--- src/rtl/pws_pkg.sv ---
// Shared types for the pixel word serializer.
package pws_pkg;
    // Number of low bits per colour channel forced to zero.
    typedef enum logic [1:0] {
        DEPTH_FULL = 2'd0,
        DEPTH_DROP1 = 2'd1,
        DEPTH_DROP2 = 2'd2,
        DEPTH_DROP3 = 2'd3
    } depth_e;
endpackage

--- src/rtl/pws_phase_ctrl.sv ---
// Phase controller: tracks the active state of the link, the position
// inside the current word and the rolling tag.
// Assumes link_en is synchronous to clk. A word loads at the first edge
// where link_en is high, and again each time the phase wraps.
module pws_phase_ctrl #(
    parameter int WORD_CYC = 6,
    parameter int TAG_W    = 2
) (
    input  logic                        clk,
    input  logic                        rst_n,
    input  logic                        link_en,
    output logic                        act_q,
    output logic [$clog2(WORD_CYC)-1:0] phase_q,
    output logic                        load,
    output logic [TAG_W-1:0]            tag_q
);
    localparam int PH_W = $clog2(WORD_CYC);
    localparam logic [PH_W-1:0] LAST = PH_W'(WORD_CYC - 1);

    // Load decision: start of activity or end of the current word.
    always_comb begin
        load = link_en && (!act_q || phase_q == LAST);
    end

    // Active flag follows link_en one edge later.
    always_ff @(posedge clk) begin
        if (!rst_n) act_q <= 1'b0;
        else        act_q <= link_en;
    end

    // Phase counter: restarts at each load and is held at zero while idle.
    always_ff @(posedge clk) begin
        if (!rst_n || !link_en) phase_q <= '0;
        else if (load)          phase_q <= '0;
        else                    phase_q <= phase_q + 1'b1;
    end

    // Tag counter: steps once per word and clears while idle.
    always_ff @(posedge clk) begin
        if (!rst_n || !link_en) tag_q <= '0;
        else if (load)          tag_q <= tag_q + 1'b1;
    end

    // the phase never leaves its range.
    p_phase_range_r3: assert property (@(posedge clk) disable iff (!rst_n)
        phase_q <= LAST);

    // after the last phase of an active word, the next word begins.
    p_wrap_reload_r3: assert property (@(posedge clk) disable iff (!rst_n)
        (act_q && link_en && phase_q == LAST) |=> (phase_q == '0 && act_q));

    // each load moves the tag on by exactly one.
    p_tag_step_r7: assert property (@(posedge clk) disable iff (!rst_n)
        load |=> (tag_q == $past(tag_q) + 1'b1));
endmodule

--- src/rtl/pws_word_pack.sv ---
// Word packer: masks the colour channels to the selected depth, computes
// odd parity and arranges the 24 bits into two per-lane slot streams.
// Purely combinational. Slot 0 of each lane stream is its MSB.
module pws_word_pack
    import pws_pkg::*;
#(
    parameter int CH_BITS  = 6,
    parameter int TAG_W    = 2,
    parameter int WORD_CYC = 6
) (
    input  logic [3*CH_BITS-1:0] rgb_i,
    input  logic                 hs_i,
    input  logic                 vs_i,
    input  logic                 de_i,
    input  depth_e               depth_i,
    input  logic [TAG_W-1:0]     tag_i,
    output logic [3*CH_BITS-1:0] rgb_masked_o,
    output logic                 par_o,
    output logic [2*WORD_CYC-1:0] lane0_o,
    output logic [2*WORD_CYC-1:0] lane1_o
);
    localparam int PIX_W = 3 * CH_BITS;

    // Depth masking: clear the low depth_i bits of each channel.
    always_comb begin
        for (int i = 0; i < PIX_W; i++) begin
            rgb_masked_o[i] = rgb_i[i] && ((i % CH_BITS) >= int'(depth_i));
        end
    end

    // Odd parity over the masked colour bits and the three strobes.
    always_comb begin
        par_o = ~^{rgb_masked_o, hs_i, vs_i, de_i};
    end

    // Lane arrangement: red then green on lane 0; tag, blue, strobes, parity on lane 1.
    always_comb begin
        lane0_o = rgb_masked_o[PIX_W-1 -: 2*CH_BITS];
        lane1_o = {tag_i, rgb_masked_o[CH_BITS-1:0], hs_i, vs_i, de_i, par_o};
    end
endmodule

--- src/rtl/pws_lane_shift.sv ---
// Lane shifter: holds one lane's word and presents two slots per cycle,
// the rising-half slot in bit [1]. Shifts by two slots each active cycle.
module pws_lane_shift #(
    parameter int LANE_BITS = 12
) (
    input  logic                 clk,
    input  logic                 rst_n,
    input  logic                 clr,
    input  logic                 load,
    input  logic                 shift,
    input  logic [LANE_BITS-1:0] din,
    output logic [1:0]           dout
);
    logic [LANE_BITS-1:0] sr_q;

    // Shift register: clear, load a word, or advance by one cycle's slots.
    always_ff @(posedge clk) begin
        if (!rst_n || clr) sr_q <= '0;
        else if (load)     sr_q <= din;
        else if (shift)    sr_q <= {sr_q[LANE_BITS-3:0], 2'b00};
    end

    // Current slot pair.
    always_comb begin
        dout = sr_q[LANE_BITS-1 -: 2];
    end
endmodule

--- src/rtl/pixel_word_serializer.sv ---
// Pixel word serializer top: samples one pixel per word on the link
// clock and emits it over two lanes, two slots per lane per cycle.
// Assumes the link clock runs at WORD_CYC times the pixel rate and that
// all inputs are synchronous to clk.
module pixel_word_serializer
    import pws_pkg::*;
#(
    parameter int CH_BITS  = 6,
    parameter int TAG_W    = 2,
    parameter int WORD_CYC = 6
) (
    input  logic                 clk,
    input  logic                 rst_n,
    input  logic                 link_en,
    input  logic [1:0]           depth_sel,
    input  logic [3*CH_BITS-1:0] pix_rgb,
    input  logic                 pix_hs,
    input  logic                 pix_vs,
    input  logic                 pix_de,
    output logic [1:0]           lane0_bits,
    output logic [1:0]           lane1_bits,
    output logic                 word_start
);
    localparam int PIX_W     = 3 * CH_BITS;
    localparam int LANE_BITS = 2 * WORD_CYC;
    localparam int PH_W      = $clog2(WORD_CYC);
    localparam int N_LANES   = 2;

    logic                 act_q;
    logic [PH_W-1:0]      phase_q;
    logic                 load;
    logic [TAG_W-1:0]     tag_q;
    logic [PIX_W-1:0]     rgb_masked;
    logic                 par;
    logic [LANE_BITS-1:0] lane_word [N_LANES];
    logic [1:0]           lane_out  [N_LANES];

    pws_phase_ctrl #(.WORD_CYC(WORD_CYC), .TAG_W(TAG_W)) u_ctrl (
        .clk     (clk),
        .rst_n   (rst_n),
        .link_en (link_en),
        .act_q   (act_q),
        .phase_q (phase_q),
        .load    (load),
        .tag_q   (tag_q)
    );

    pws_word_pack #(.CH_BITS(CH_BITS), .TAG_W(TAG_W), .WORD_CYC(WORD_CYC)) u_pack (
        .rgb_i        (pix_rgb),
        .hs_i         (pix_hs),
        .vs_i         (pix_vs),
        .de_i         (pix_de),
        .depth_i      (depth_e'(depth_sel)),
        .tag_i        (tag_q),
        .rgb_masked_o (rgb_masked),
        .par_o        (par),
        .lane0_o      (lane_word[0]),
        .lane1_o      (lane_word[1])
    );

    // One shifter per lane.
    for (genvar g = 0; g < N_LANES; g++) begin : g_lane
        pws_lane_shift #(.LANE_BITS(LANE_BITS)) u_shift (
            .clk   (clk),
            .rst_n (rst_n),
            .clr   (!link_en),
            .load  (load),
            .shift (act_q),
            .din   (lane_word[g]),
            .dout  (lane_out[g])
        );
    end

    // Output mapping and word-start marker.
    always_comb begin
        lane0_bits = lane_out[0];
        lane1_bits = lane_out[1];
        word_start = act_q && (phase_q == '0);
    end

    // an idle link leaves the lanes quiet one edge later.
    p_idle_quiet_r2: assert property (@(posedge clk) disable iff (!rst_n)
        !link_en |=> (lane0_bits == 2'b00 && lane1_bits == 2'b00 && !word_start));

    // two word starts are never adjacent.
    p_word_gap_r3: assert property (@(posedge clk) disable iff (!rst_n)
        word_start |=> !word_start);

    // the parity bit together with the 21 data bits holds an odd number of ones.
    p_parity_odd_r6: assert property (@(posedge clk) disable iff (!rst_n)
        ($countones({rgb_masked, pix_hs, pix_vs, pix_de, par}) % 2) == 1);

    // with any reduced depth, the red channel LSB is zero.
    p_depth_lsb_r8: assert property (@(posedge clk) disable iff (!rst_n)
        (depth_sel != 2'd0) |-> !rgb_masked[2*CH_BITS]);
endmodule

--- config.mk ---
export PLATFORM = sky130hd
export DESIGN_NAME = pixel_word_serializer
export DESIGN_NICKNAME = d
export VERILOG_FILES = /design/src/rtl/pws_pkg.sv /design/src/rtl/pws_phase_ctrl.sv /design/src/rtl/pws_word_pack.sv /design/src/rtl/pws_lane_shift.sv /design/src/rtl/pixel_word_serializer.sv
export SDC_FILE = /design/constraint.sdc
export NUM_CORES = 1
export LEC_CHECK = 0
export BUFFER_PORTS_ARGS = -buffer_cell sky130_fd_sc_hd__buf_2
export CAP_MARGIN = 10
export CORE_UTILIZATION = 29
export CTS_CLUSTER_SIZE = 14
export DETAILED_ROUTE_END_ITERATION = 6
export GPL_TIMING_DRIVEN = 0
export HOLD_SLACK_MARGIN = 0.03
export PLACE_DENSITY = 0.56
export SLEW_MARGIN = 0
export SYNTH_ARGS = -nofsm -noshare
export SYNTH_HDL_FRONTEND = slang
export SYNTH_HIERARCHICAL = 1
export SYNTH_SLANG_ARGS = --single-unit
--- constraint.sdc ---
create_clock -name clk -period 1.8 [get_ports clk]
set_input_delay 0.27 -clock clk [delete_from_list [all_inputs] [get_ports clk]]
set_output_delay 0.27 -clock clk [all_outputs]
set_load 0.02 [all_outputs]
## Word-level counts from Yosys, hierarchy flattened

Index checks and enable logic that the tools add are counted.

| cells by class | value |
|---|---|
| bitwise operators | 0 |
| div/mod/pow operators | 0 |
| mux-type cells | 4 |
| order comparisons | 3 |
| add/sub/neg operators | 2 |
| equal/unequal tests | 1 |
| shift-type cells | 0 |
| reductions and logical operators | 20 |
| multiply operators | 0 |

Operators with widths:

| operator | count |
|---|---|
| 12-bit two-way mux | 4 |
| 21-bit XNOR reduction | 1 |
| 1-bit logical AND | 11 |
| 1-bit by 2-bit greater-or-equal comparator with 1-bit output, first input constant | 2 |
| 3-bit by 1-bit adder with 3-bit output, second input constant | 1 |
| 3-bit equality test, second input constant | 1 |
| 1-bit zero test | 3 |
| 3-bit zero test | 1 |
| 2-bit by 1-bit adder with 2-bit output, second input constant | 1 |
| 2-bit greater-or-equal comparator, first input constant | 1 |
| 1-bit logical OR | 2 |
| 2-bit nonzero test | 1 |
| 2-bit OR reduction | 1 |

| word-level totals | value |
|---|---|
| register bits after elaboration | 30 |
| memories kept | 0 |
| memory bits (writable) | 0 |
| logic and storage cells | 35 |
| bits in read-only memories | 0 |
| input bits | 26 |
| bits in latches | 0 |
| output and inout bits | 5 |

## Logic depth before layout (Yosys ltp)

Gate-level depths: netlist of the first run.

| logic depth | value |
|---|---|
| depth in word-level cells | 4 |
| depth in mapped cells | 8 |

## Cells and area by module

Netlist of the first run, hierarchy kept.

Modules (own cells, without submodules):

| module | area an instance (sq um) | instances | cells each |
|---|---|---|---|
| pws_lane_shift | 556.8 | 2 | 55 |
| pws_word_pack | 546.8 | 1 | 67 |
| pws_phase_ctrl | 249.0 | 1 | 26 |
| pixel_word_serializer | 18.8 | 1 | 2 |

## Worst setup path before layout of the first run

No wires, ideal clock.

| timing | value |
|---|---|
| path type | register to register |
| from | register u_ctrl.phase_q[1] |
| to | register g_lane[1].u_shift.sr_q[5] |
| path buffers | 1 |
| cell stages (with the launch flop) | 8 |
| clock period less this slack | 1.606 ns |
| data arrival time | 1.521 ns |
| required time | 1.714 ns |
| library setup time | 0.086 ns |
| setup slack | 0.194 ns |
| cell sequence | dfxtp_1 -> inv_1 -> ha_1 -> a21boi_2 -> and2b_2 -> clkbuf_1 -> nor2b_1 -> a211oi_1 |

| between the ends | value |
|---|---|
| cells in the longest elaborated chain, start to end | 4 |
| elaborated cells on any way between the ends | 5 |

Ends and longest elaborated chain:

| what | line | source |
|---|---|---|
| start, declared | pws_phase_ctrl.sv:13 | `output logic [$clog2(WORD_CYC)-1:0] phase_q,` |
| start signal, assigned | pws_phase_ctrl.sv:35 | `else phase_q <= phase_q + 1'b1;` |
| 3-bit equality test * | pws_phase_ctrl.sv:22 | `load = link_en && (!act_q \|\| phase_q == LAST);` |
| 1-bit logical OR * | pws_phase_ctrl.sv:22 |  |
| 1-bit logical AND * | pws_phase_ctrl.sv:22 |  |
| named net load | pixel_word_serializer.sv:31 | `logic load;` |
| 12-bit two-way mux or 2-bit nonzero test (tied branches) | n/a |  |
| end signal, assigned | pws_lane_shift.sv:19 | `else if (load) sr_q <= din;` |
| end signal, assigned | pws_lane_shift.sv:20 | `else if (shift) sr_q <= {sr_q[LANE_BITS-3:0], 2'b00};` |
| end, declared | pws_lane_shift.sv:14 | `logic [LANE_BITS-1:0] sr_q;` |

Mark *: on every way through the listed nets, which the timed path passes. The rest lies on a longest branch.
A chain may end at the register's enable or synchronous reset.

## Worst setup path after layout of the first run

| timing | value |
|---|---|
| from | register u_ctrl.phase_q[1] |
| to | register g_lane[0].u_shift.sr_q[2] |

| between the ends | value |
|---|---|
| cells in the longest elaborated chain, start to end | 4 |
| elaborated cells on any way between the ends | 5 |

Ends and longest elaborated chain:

| what | line |
|---|---|
| 3-bit equality test * | pws_phase_ctrl.sv:22 |
| 1-bit logical OR * | pws_phase_ctrl.sv:22 |
| 1-bit logical AND * | pws_phase_ctrl.sv:22 |
| named net load | pixel_word_serializer.sv:31 |
| 12-bit two-way mux or 2-bit nonzero test (tied branches) | n/a |
| end signal, assigned | pws_lane_shift.sv:19 |
| end signal, assigned | pws_lane_shift.sv:20 |
| end, declared | pws_lane_shift.sv:14 |

Marked as above.

==> results of run 1 <==
per-layer routing:
layer	track usage (%)	share of wire (%)	up-vias
li1	-	-	701
met1	17.6	52	601
met2	17.4	41	30
met3	4.09	4.9	6
met4	6.43	2.0	0
met5	0	0	-
sequential cells by signal, summed over array words and instances, names as in the netlist:
register,count
u_ctrl/tag_q,2
u_ctrl/act_q,1
u_ctrl/phase_q,3
g_lane.u_shift/sr_q,24
power by group:
| part | total [mW] | switching, mW | internal [mW] | leakage (nW) |
|---|---|---|---|---|
| registers | 0.708 | 0.0173 | 0.691 | 0.245 |
| logic | 0.391 | 0.167 | 0.224 | 0.590 |
| clock network | 0.649 | 0.263 | 0.386 | 0.0575 |
| total | 1.75 | 0.447 | 1.30 | 0.893 |
repair_timing:
item,in CTS,in global routing
endpoints found under the setup margin,16,23
cloned,0,2
pin swaps,0,1
setup buffers,0,1
gates resized for setup,4,16
worst max-delay path by stage:
stage	start	to	slack (ns)	depth (start not counted)
2_1_floorplan	u_ctrl/phase_q[1]$_SDFF_PP0_	g_lane[0].u_shift/sr_q[0]$_SDFFE_PP0P_	0.20	6
3_5_place_dp	u_ctrl/act_q$_SDFF_PN0_	g_lane[0].u_shift/sr_q[3]$_SDFFE_PP0P_	-0.12	5
3_3_place_gp	u_ctrl/act_q$_SDFF_PN0_	g_lane[1].u_shift/sr_q[11]$_SDFFE_PP0P_	-0.09	5
5_1_grt	u_ctrl/phase_q[1]$_SDFF_PP0_	g_lane[1].u_shift/sr_q[5]$_SDFFE_PP0P_	-0.003	7
6_report	u_ctrl/phase_q[1]$_SDFF_PP0_	g_lane[0].u_shift/sr_q[2]$_SDFFE_PP0P_	0.12	7
4_1_cts	u_ctrl/phase_q[0]$_SDFF_PP0_	g_lane[1].u_shift/sr_q[3]$_SDFFE_PP0P_	0.05	5
area by class of cell:
type | instances | area (um^2)
Timing Repair Buffer | 30 | 153
Tap cell | 75 | 93.8
Clock buffer | 8 | 110
Multi-Input combinational cell | 125 | 1010
Sequential cell | 30 | 603
Fill cell | 635 | 3750
Timing Repair inverter | 1 | 7.51
Inverter | 7 | 33.8
Buffer | 26 | 195
placed cells by master, fill, tap and decap left out, types with 3 or more instances in the layout:
master and instances:
a21oi_1 6, nand2b_1 3, clkbuf_8 8, xnor2_1 14, xnor3_1 3, nor2b_1 23, nor2_1 5, nand2_1 7
buf_4 23, or3b_1 4, buf_2 29, and2_1 5, clkinvlp_4 3, a211oi_2 4, inv_1 5, dfxtp_1 28
mux2i_1 20, a211oi_1 16
worst max-delay path: stages (launching register included):
cell and delay (ns):
dfxtp_2 0.34, inv_1 0.04, ha_1 0.21, a21boi_2 0.23
and2b_4 0.25, buf_4 0.17, nor2b_1 0.13, a211oi_1 0.21
through the flow:
stage / power [mW] / setup TNS (ns) / worst slack (ns)
floorplan: 1.00 / 0 / 0.195
global placement: 1.10 / -1.10 / -0.0939
detailed placement: 1.10 / -1.36 / -0.119
CTS: 1.75 / 0 / 0.0477
global route: 1.84 / -0.00271 / -0.00271
finish: 1.75 / 0 / 0.120
==> flow_summary.json, run 1 <==
{
  "grt_pass1_wl_um": 6070,
  "worstPathArrival_ns": 1.87,
  "cap_violations": 0,
  "drive_gt1_share_pct": 34.8,
  "worstHoldStart": "rst_n",
  "fp.dieArea_um2": 6500,
  "drt_first_pass_iters": 4,
  "cp-end-kind": "flip-flop",
  "port_buffers": 29,
  "routedWlPerCell_um": 12.4,
  "tightest_slew_ns": 0.539,
  "antenna_found_initial": 0,
  "period_share_pct": 93.3,
  "place.gp.congestion": 0.732,
  "postCtsHoldBufs": 0,
  "grt_overflow": 0,
  "crit_type": "flip-flop to flip-flop",
  "nNetsFinal": 254,
  "p_leak_nw": 0.893,
  "holdPathEnd": "u_ctrl/act_q$_SDFF_PN0_",
  "place_area_um2": 2030,
  "p_per_area_nw_per_um2": 793,
  "drc": 0,
  "ff2ff_path_depth": 7,
  "period_minus_slack_ns": 1.68,
  "via_per_inst": 4.43,
  "die_x_um": 80.6,
  "clockBufferDepth": 2,
  "setup_viol": 0,
  "max_freq_mhz": 595,
  "min_path_cells": 3,
  "fin_util_pct": 37.0,
  "slew_viol_final": 0,
  "cp.required_ns": 1.99,
  "drt-initial-drc-count": 61,
  "antenna-diode-count": 0,
  "whs_ns": 0.291,
  "startpoint_type": "flip-flop",
  "h-tree-depth": 2,
  "final_hold_viol_count": 0,
  "grt_pass1_vias": 1263,
  "synth_nets": 215,
  "stdcell_count": 302,
  "cts-root-buf": "clkbuf_8",
  "insertion_delay_ns": 0.29,
  "irDropWorstVdd_uv": 289,
  "grt_usage_pct": 12.8,
  "ys_warn_count": 6,
  "dp_hpwl_um": 2670,
  "area_growth_pct": 23.0,
  "regToRegEndpoint": "g_lane[0].u_shift/sr_q[2]$_SDFFE_PP0P_",
  "synth_area_um2": 1790,
  "avgSynthCellArea_um2": 9.59,
  "outcome": "finished clean",
  "std_cell_rows": 28,
  "cts_sinks": 30,
  "die_h_um": 80.6,
  "finalInstanceArea_um2": 2210,
  "reg2reg_slack_ns": 0.12,
  "clk_pin_slew_ns": 0.07,
  "finalClockSkew_ns": 0.00341,
  "cts_tree": "done",
  "hold_class": "input pin to flip-flop",
  "syn_inst": 187,
  "drtAntennaViolNets": 0,
  "cts_buffers": 5,
  "max-slew-margin-rel_pct": 64.0,
  "vias": 1338,
  "r2r-start": "u_ctrl/phase_q[1]$_SDFF_PP0_",
  "grt_start_max_net_pins": 13,
  "dp_cells": 291,
  "worstPathMaxFanout": 10,
  "start_util_pct": 30.1,
  "routed_wirelength_um": 3760,
  "boundaryPins": 31,
  "coreArea_um2": 5960
}
Note: power is estimated with default switching activity, not from simulation.
==> inputs of run 2 (changes only) <==
Settings changed: ABC_AREA set to 1, ABC_CLOCK_PERIOD_IN_PS set to 1800, PLACE_DENSITY 0.56 to 0.55.
==> run 2 against run 1 <==
  * Combinational power about the same
  * First-iteration DRC count increased by 3.3%
  * Highest routed layer unchanged
  * Non-clock buffer count is 4 higher
  * Utilization is 0.48 points lower
  * Fmax increased by 1.5%
  * Setup slack gained 0.024 ns
  * Register-to-register slack gained 0.02 ns
==> flow_summary.json, run 2 <==
{
  "tightest_slew_ns": 0.433,
  "outcome": "finished clean",
  "max-slew-margin-rel_pct": 71.1,
  "reg2reg_slack_ns": 0.14,
  "syn_inst": 355,
  "routedWlPerCell_um": 9.14,
  "grt_usage_pct": 13.3,
  "cp.required_ns": 1.98,
  "ys_warn_count": 6,
  "irDropWorstVdd_uv": 272,
  "drt-initial-drc-count": 63,
  "fin_util_pct": 36.6,
  "std_cell_rows": 30,
  "port_buffers": 30,
  "grt_pass1_wl_um": 7770,
  "worstPathMaxFanout": 10,
  "period_share_pct": 92.0,
  "clkPwrFrac_pct": 33.9,
  "internal_power_mw": 1.16,
  "power_frac_seq_pct": 42.4,
  "p_leak_nw": 1.46,
  "final_hold_viol_count": 0,
  "fp.dieArea_um2": 7560,
  "cts_sinks": 30,
  "h-tree-depth": 2,
  "power_switching_uw": 488,
  "largest_reg_flops": 24,
  "ff2ff_path_depth": 12,
  "drc": 0,
  "cts_tree": "done",
  "clockBufferDepth": 2,
  "rsz0062_at_grt": "no",
  "startpoint_type": "flip-flop",
  "finalClockSkew_ns": 0.00345,
  "switching_share_pct": 29.7,
  "multi_input_area_um2": 1080,
  "period_minus_slack_ns": 1.66,
  "cts-root-buf": "clkbuf_8",
  "gr-usage-met2_pct": 23.3,
  "synth_area_um2": 2090,
  "die_h_um": 87.0,
  "largestRegisters": "g_lane.u_shift/sr_q x24, u_ctrl/phase_q x3, u_ctrl/tag_q x2",
  "routed_wirelength_um": 4520,
  "holdPathEnd": "u_ctrl/tag_q[0]$_SDFFE_PP0P_",
  "drive_gt1_share_pct": 24.4,
  "antenna-diode-count": 0,
  "start_util_pct": 30.5,
  "postCtsHoldBufs": 0,
  "grt_pass1_vias": 1791,
  "via_per_inst": 4.18,
  "antenna_found_initial": 0,
  "nNetsFinal": 425,
  "boundaryPins": 31,
  "drtAntennaViolNets": 0,
  "max_flop_register": "g_lane.u_shift/sr_q",
  "crit_type": "flip-flop to flip-flop",
  "drt_first_pass_iters": 4,
  "mostFrequentLayoutCell": "nand2_1",
  "synth_nets": 383,
  "cap_violations": 0,
  "slew_viol_final": 0,
  "fillers": 767,
  "hold_class": "input pin to flip-flop",
  "max_freq_mhz": 604,
  "die_x_um": 87.0,
  "avgSynthCellArea_um2": 5.90,
  "use_met3_pct": 2.84,
  "r2r-start": "u_ctrl/phase_q[1]$_SDFF_PP0_",
  "fin_setup_tns_ns": 0,
  "layout_common_cells": "nand2_1 (141), inv_1 (50), nand3_1 (48)",
  "register_area_um2": 602,
  "place.gp.congestion": 0.755,
  "dp_hpwl_um": 3610,
  "grt.busiest_layer": "met2",
  "area_growth_pct": 20.0,
  "worstPathArrival_ns": 1.84,
  "grt_overflow": 0,
  "setup_viol": 0,
  "insertion_delay_ns": 0.28,
  "grt_start_max_net_pins": 11,
  "p_per_area_nw_per_um2": 654,
  "use_met1_pct": 15.9,
  "cp-end-kind": "flip-flop",
  "clk_pin_slew_ns": 0.06,
  "coreArea_um2": 6870,
  "worstHoldStart": "rst_n",
  "vias": 2065,
  "combPwrFrac_pct": 23.7,
  "regToRegEndpoint": "g_lane[0].u_shift/sr_q[4]$_SDFFE_PP0P_",
  "min_path_cells": 3,
  "cts_buffers": 5
}
-- run 2: changes by cell type in the layout (fill, tap and decap cells not counted), moves of 13 or more --
cell,previous run,this run
nor2b_1,23,0
a211oi_1,16,0
nand2_1,7,141
mux2i_1,20,0
nand3_1,0,48
inv_1,5,50
nand2_2,0,13
-- run 2: power groups by stage --
stage          clock network (mW)  logic (mW)  registers, mW
5_1_grt                     0.616       0.447          0.699
2_1_floorplan                   0       0.274          0.708
3_5_place_dp                    0       0.377          0.711
4_1_cts                     0.581       0.378          0.696
3_3_place_gp                    0       0.372          0.711
6_report                    0.557       0.389          0.697
-- run 2: worst max-delay path by stage --
stage                                  from                                      to
2_1_floorplan  u_ctrl/phase_q[0]$_SDFF_PP0_  g_lane[0].u_shift/sr_q[2]$_SDFFE_PP0P_
3_3_place_gp                   depth_sel[0]  g_lane[1].u_shift/sr_q[0]$_SDFFE_PP0P_
3_5_place_dp                   depth_sel[0]  g_lane[1].u_shift/sr_q[0]$_SDFFE_PP0P_
4_1_cts        u_ctrl/phase_q[0]$_SDFF_PP0_  g_lane[0].u_shift/sr_q[9]$_SDFFE_PP0P_
5_1_grt        u_ctrl/phase_q[1]$_SDFF_PP0_  g_lane[1].u_shift/sr_q[4]$_SDFFE_PP0P_
6_report       u_ctrl/phase_q[1]$_SDFF_PP0_  g_lane[0].u_shift/sr_q[4]$_SDFFE_PP0P_
-- run 2: cell type report --
| type | instances | share of cell area (%) |
|---|---|---|
| timing repair buffer | 35 | 7.62 |
| clock inverter | 1 | 0.199 |
| sequential | 30 | 24.0 |
| clock buffer | 7 | 3.44 |
| buffer | 25 | 7.57 |
| tap | 96 | 4.78 |
| inverter | 61 | 9.57 |
| multi-input combinational | 239 | 42.8 |
-- run 2: metrics by stage --
step / std cells / hold slack, ns / setup slack [ns] / power [mW] / area, um^2
after floorplan: 355 / 0.396 / 0.367 / 0.982 / 2090
after global placement: 481 / 0.448 / 0.0228 / 1.08 / 2360
after detailed placement: 481 / 0.454 / 0.00994 / 1.09 / 2360
after CTS: 489 / 0.250 / 0.132 / 1.66 / 2450
after global routing: 494 / 0.254 / 0.0161 / 1.76 / 2510
final: 494 / 0.259 / 0.144 / 1.64 / 2510
-- run 2: timing repair --
item,4_1_cts,5_1_grt
resized for setup,0,6
setup endpoints to repair,0,16
setup buffers,0,5
-- run 2: worst max-delay path, cell delays in order, from the launching register on --
cell        delay [ns]
dfxtp_2           0.33
inv_1             0.04
ha_1              0.17
nand2_1           0.07
nand2_2           0.06
nand2_2           0.10
clkinvlp_4        0.19
buf_6             0.18
buf_4             0.16
nand2_1           0.09
nand3_1           0.08
nand2_1           0.05
inv_1             0.03
-- run 2: routing by layer --
metal,wire length [um],vias to the layer above
met2,2170,21
li1,-,1136
met1,2210,906
met3,109,2
met4,29,0
met5,0,-
==> inputs of run 3 (changes only) <==
Settings changed: CORE_ASPECT_RATIO set to 1.5.
==> run 3 against run 2 <==
  * The run now ends with design-rule violations left
  * Routed wire length grew 2.1%
  * Final area shrank 1.1%
  * Via count shrank 0.15%
  * Critical path type unchanged
==> flow_summary.json, run 3 (same netlist as run 2, synthesis figures left out) <==
{
  "period_minus_slack_ns": 1.63,
  "cts_sinks": 30,
  "routed_wirelength_um": 4610,
  "max_flop_register": "g_lane.u_shift/sr_q",
  "max_freq_mhz": 614,
  "std_cell_rows": 37,
  "insertion_delay_ns": 0.28,
  "drtAntennaViolNets": 0,
  "routedWlPerCell_um": 9.72,
  "clockBufferDepth": 2,
  "startpoint_type": "flip-flop",
  "rsz0062_at_grt": "no",
  "reg2reg_slack_ns": 0.17,
  "max-slew-margin-rel_pct": 71.5,
  "p_leak_nw": 1.45,
  "area_growth_pct": 18.6,
  "period_share_pct": 90.4,
  "fillers": 778,
  "place_area_um2": 2340,
  "start_util_pct": 30.3,
  "fin_setup_tns_ns": 0,
  "coreArea_um2": 6900,
  "worstPathArrival_ns": 1.85,
  "antenna_found_initial": 0,
  "grt_start_max_net_pins": 11,
  "worstPathMaxFanout": 10,
  "finalInstanceArea_um2": 2480,
  "cts_buffers": 5,
  "nNetsFinal": 423,
  "clk_pin_slew_ns": 0.07,
  "setup_viol": 0,
  "die_x_um": 71.4,
  "antenna-diode-count": 0,
  "violations": "design-rule violations",
  "crit_type": "flip-flop to flip-flop",
  "grt_pass1_wl_um": 7890,
  "irDropWorstVdd_uv": 379,
  "boundaryPins": 31,
  "cts_tree": "done",
  "drc": 2,
  "vias": 2062,
  "drt-initial-drc-count": 48,
  "hold_class": "input pin to flip-flop",
  "via_per_inst": 4.35,
  "largest_reg_flops": 24,
  "cp-end-kind": "flip-flop",
  "largestRegisters": "g_lane.u_shift/sr_q x24, u_ctrl/phase_q x3, u_ctrl/tag_q x2",
  "port_buffers": 30,
  "postCtsHoldBufs": 0,
  "die_h_um": 106,
  "tightest_slew_ns": 0.426,
  "grt_usage_pct": 13.0,
  "grt_overflow": 0,
  "dp_hpwl_um": 3650,
  "finalClockSkew_ns": 0.00538,
  "p_per_area_nw_per_um2": 664,
  "fp.dieArea_um2": 7570,
  "cap_violations": 0,
  "final_hold_viol_count": 0,
  "cp.required_ns": 2.02,
  "drive_gt1_share_pct": 24.2,
  "layout_common_cells": "nand2_1 (141), inv_1 (50), nand3_1 (48)",
  "drt_first_pass_iters": 6,
  "outcome": "finished with violations",
  "place.gp.congestion": 0.791,
  "grt_pass1_vias": 1926,
  "cts-root-buf": "clkbuf_8",
  "h-tree-depth": 2,
  "mostFrequentLayoutCell": "nand2_1",
  "slew_viol_final": 0
}
run 3: layer usage:
layer  wire length (um)  part of all wire [%]  vias up  GRT usage (%)
met1               1980                    43      885           14.2
met5                  0                     0        -              0
li1                   -                     -     1130              -
met4                 97                   2.1        0           5.29
met3                147                   3.2        8           2.37
met2               2380                    52       39           24.2
run 3: critical path: stages (launching register included):
cell	delay (ns)
dfxtp_2	0.34
inv_1	0.04
ha_1	0.17
nand2_1	0.07
nand2_2	0.08
nand2_2	0.12
clkinvlp_4	0.11
buf_12	0.15
nor2_4	0.13
buf_6	0.15
nand2_1	0.05
nand3_1	0.06
nand2_1	0.05
inv_1	0.06
run 3: worst paths after layout:
path | start | to | depth (start not counted)
worst max-delay path | u_ctrl/phase_q[1]$_SDFF_PP0_ | g_lane[1].u_shift/sr_q[3]$_SDFFE_PP0P_ | 13
worst min-delay path | rst_n | u_ctrl/tag_q[0]$_SDFFE_PP0P_ | 3
worst max register to register | u_ctrl/phase_q[1]$_SDFF_PP0_ | g_lane[1].u_shift/sr_q[3]$_SDFFE_PP0P_ | 13
worst min register to register | g_lane[1].u_shift/sr_q[1]$_SDFFE_PP0P_ | g_lane[1].u_shift/sr_q[1]$_SDFFE_PP0P_ | 2
run 3: final cells by class:
type                    count  area [um^2]  share of cell area [%]
multi-input cells         239         1080                    43.5
flip-flops and latches     30          602                    24.2
inverters                  61          235                    9.47
plain buffers              25          190                    7.66
repair buffers             33          183                    7.36
well taps                  78         97.6                    3.93
clock buffers               6         82.6                    3.32
clock inverters             2         12.5                   0.504
run 3: what timing repair did:
item                       in CTS  in global routing
resized for setup               0                  4
buffers inserted                0                  3
setup endpoints to repair       0                 16
hold endpoints to repair        0                  0
run 3: metrics by stage:
step | utilization, % | power [mW] | worst slack, ns | hold slack [ns] | std cells
after floorplan | - | 0.982 | 0.367 | 0.396 | 355
after global placement | 33.9 | 1.08 | 0.156 | 0.448 | 463
after detailed placement | 33.9 | 1.09 | 0.130 | 0.454 | 463
after CTS | 35.3 | 1.66 | 0.129 | 0.243 | 471
after global routing | 36.0 | 1.76 | 0.00766 | 0.249 | 474
final | 36.0 | 1.65 | 0.173 | 0.249 | 474
run 3: where the power goes:
group          switching, mW  total [mW]  internal (mW)  leakage, nW
clock                  0.258       0.564          0.307       0.0472
sequential            0.0134       0.697          0.684        0.244
combinational          0.225       0.388          0.162         1.16
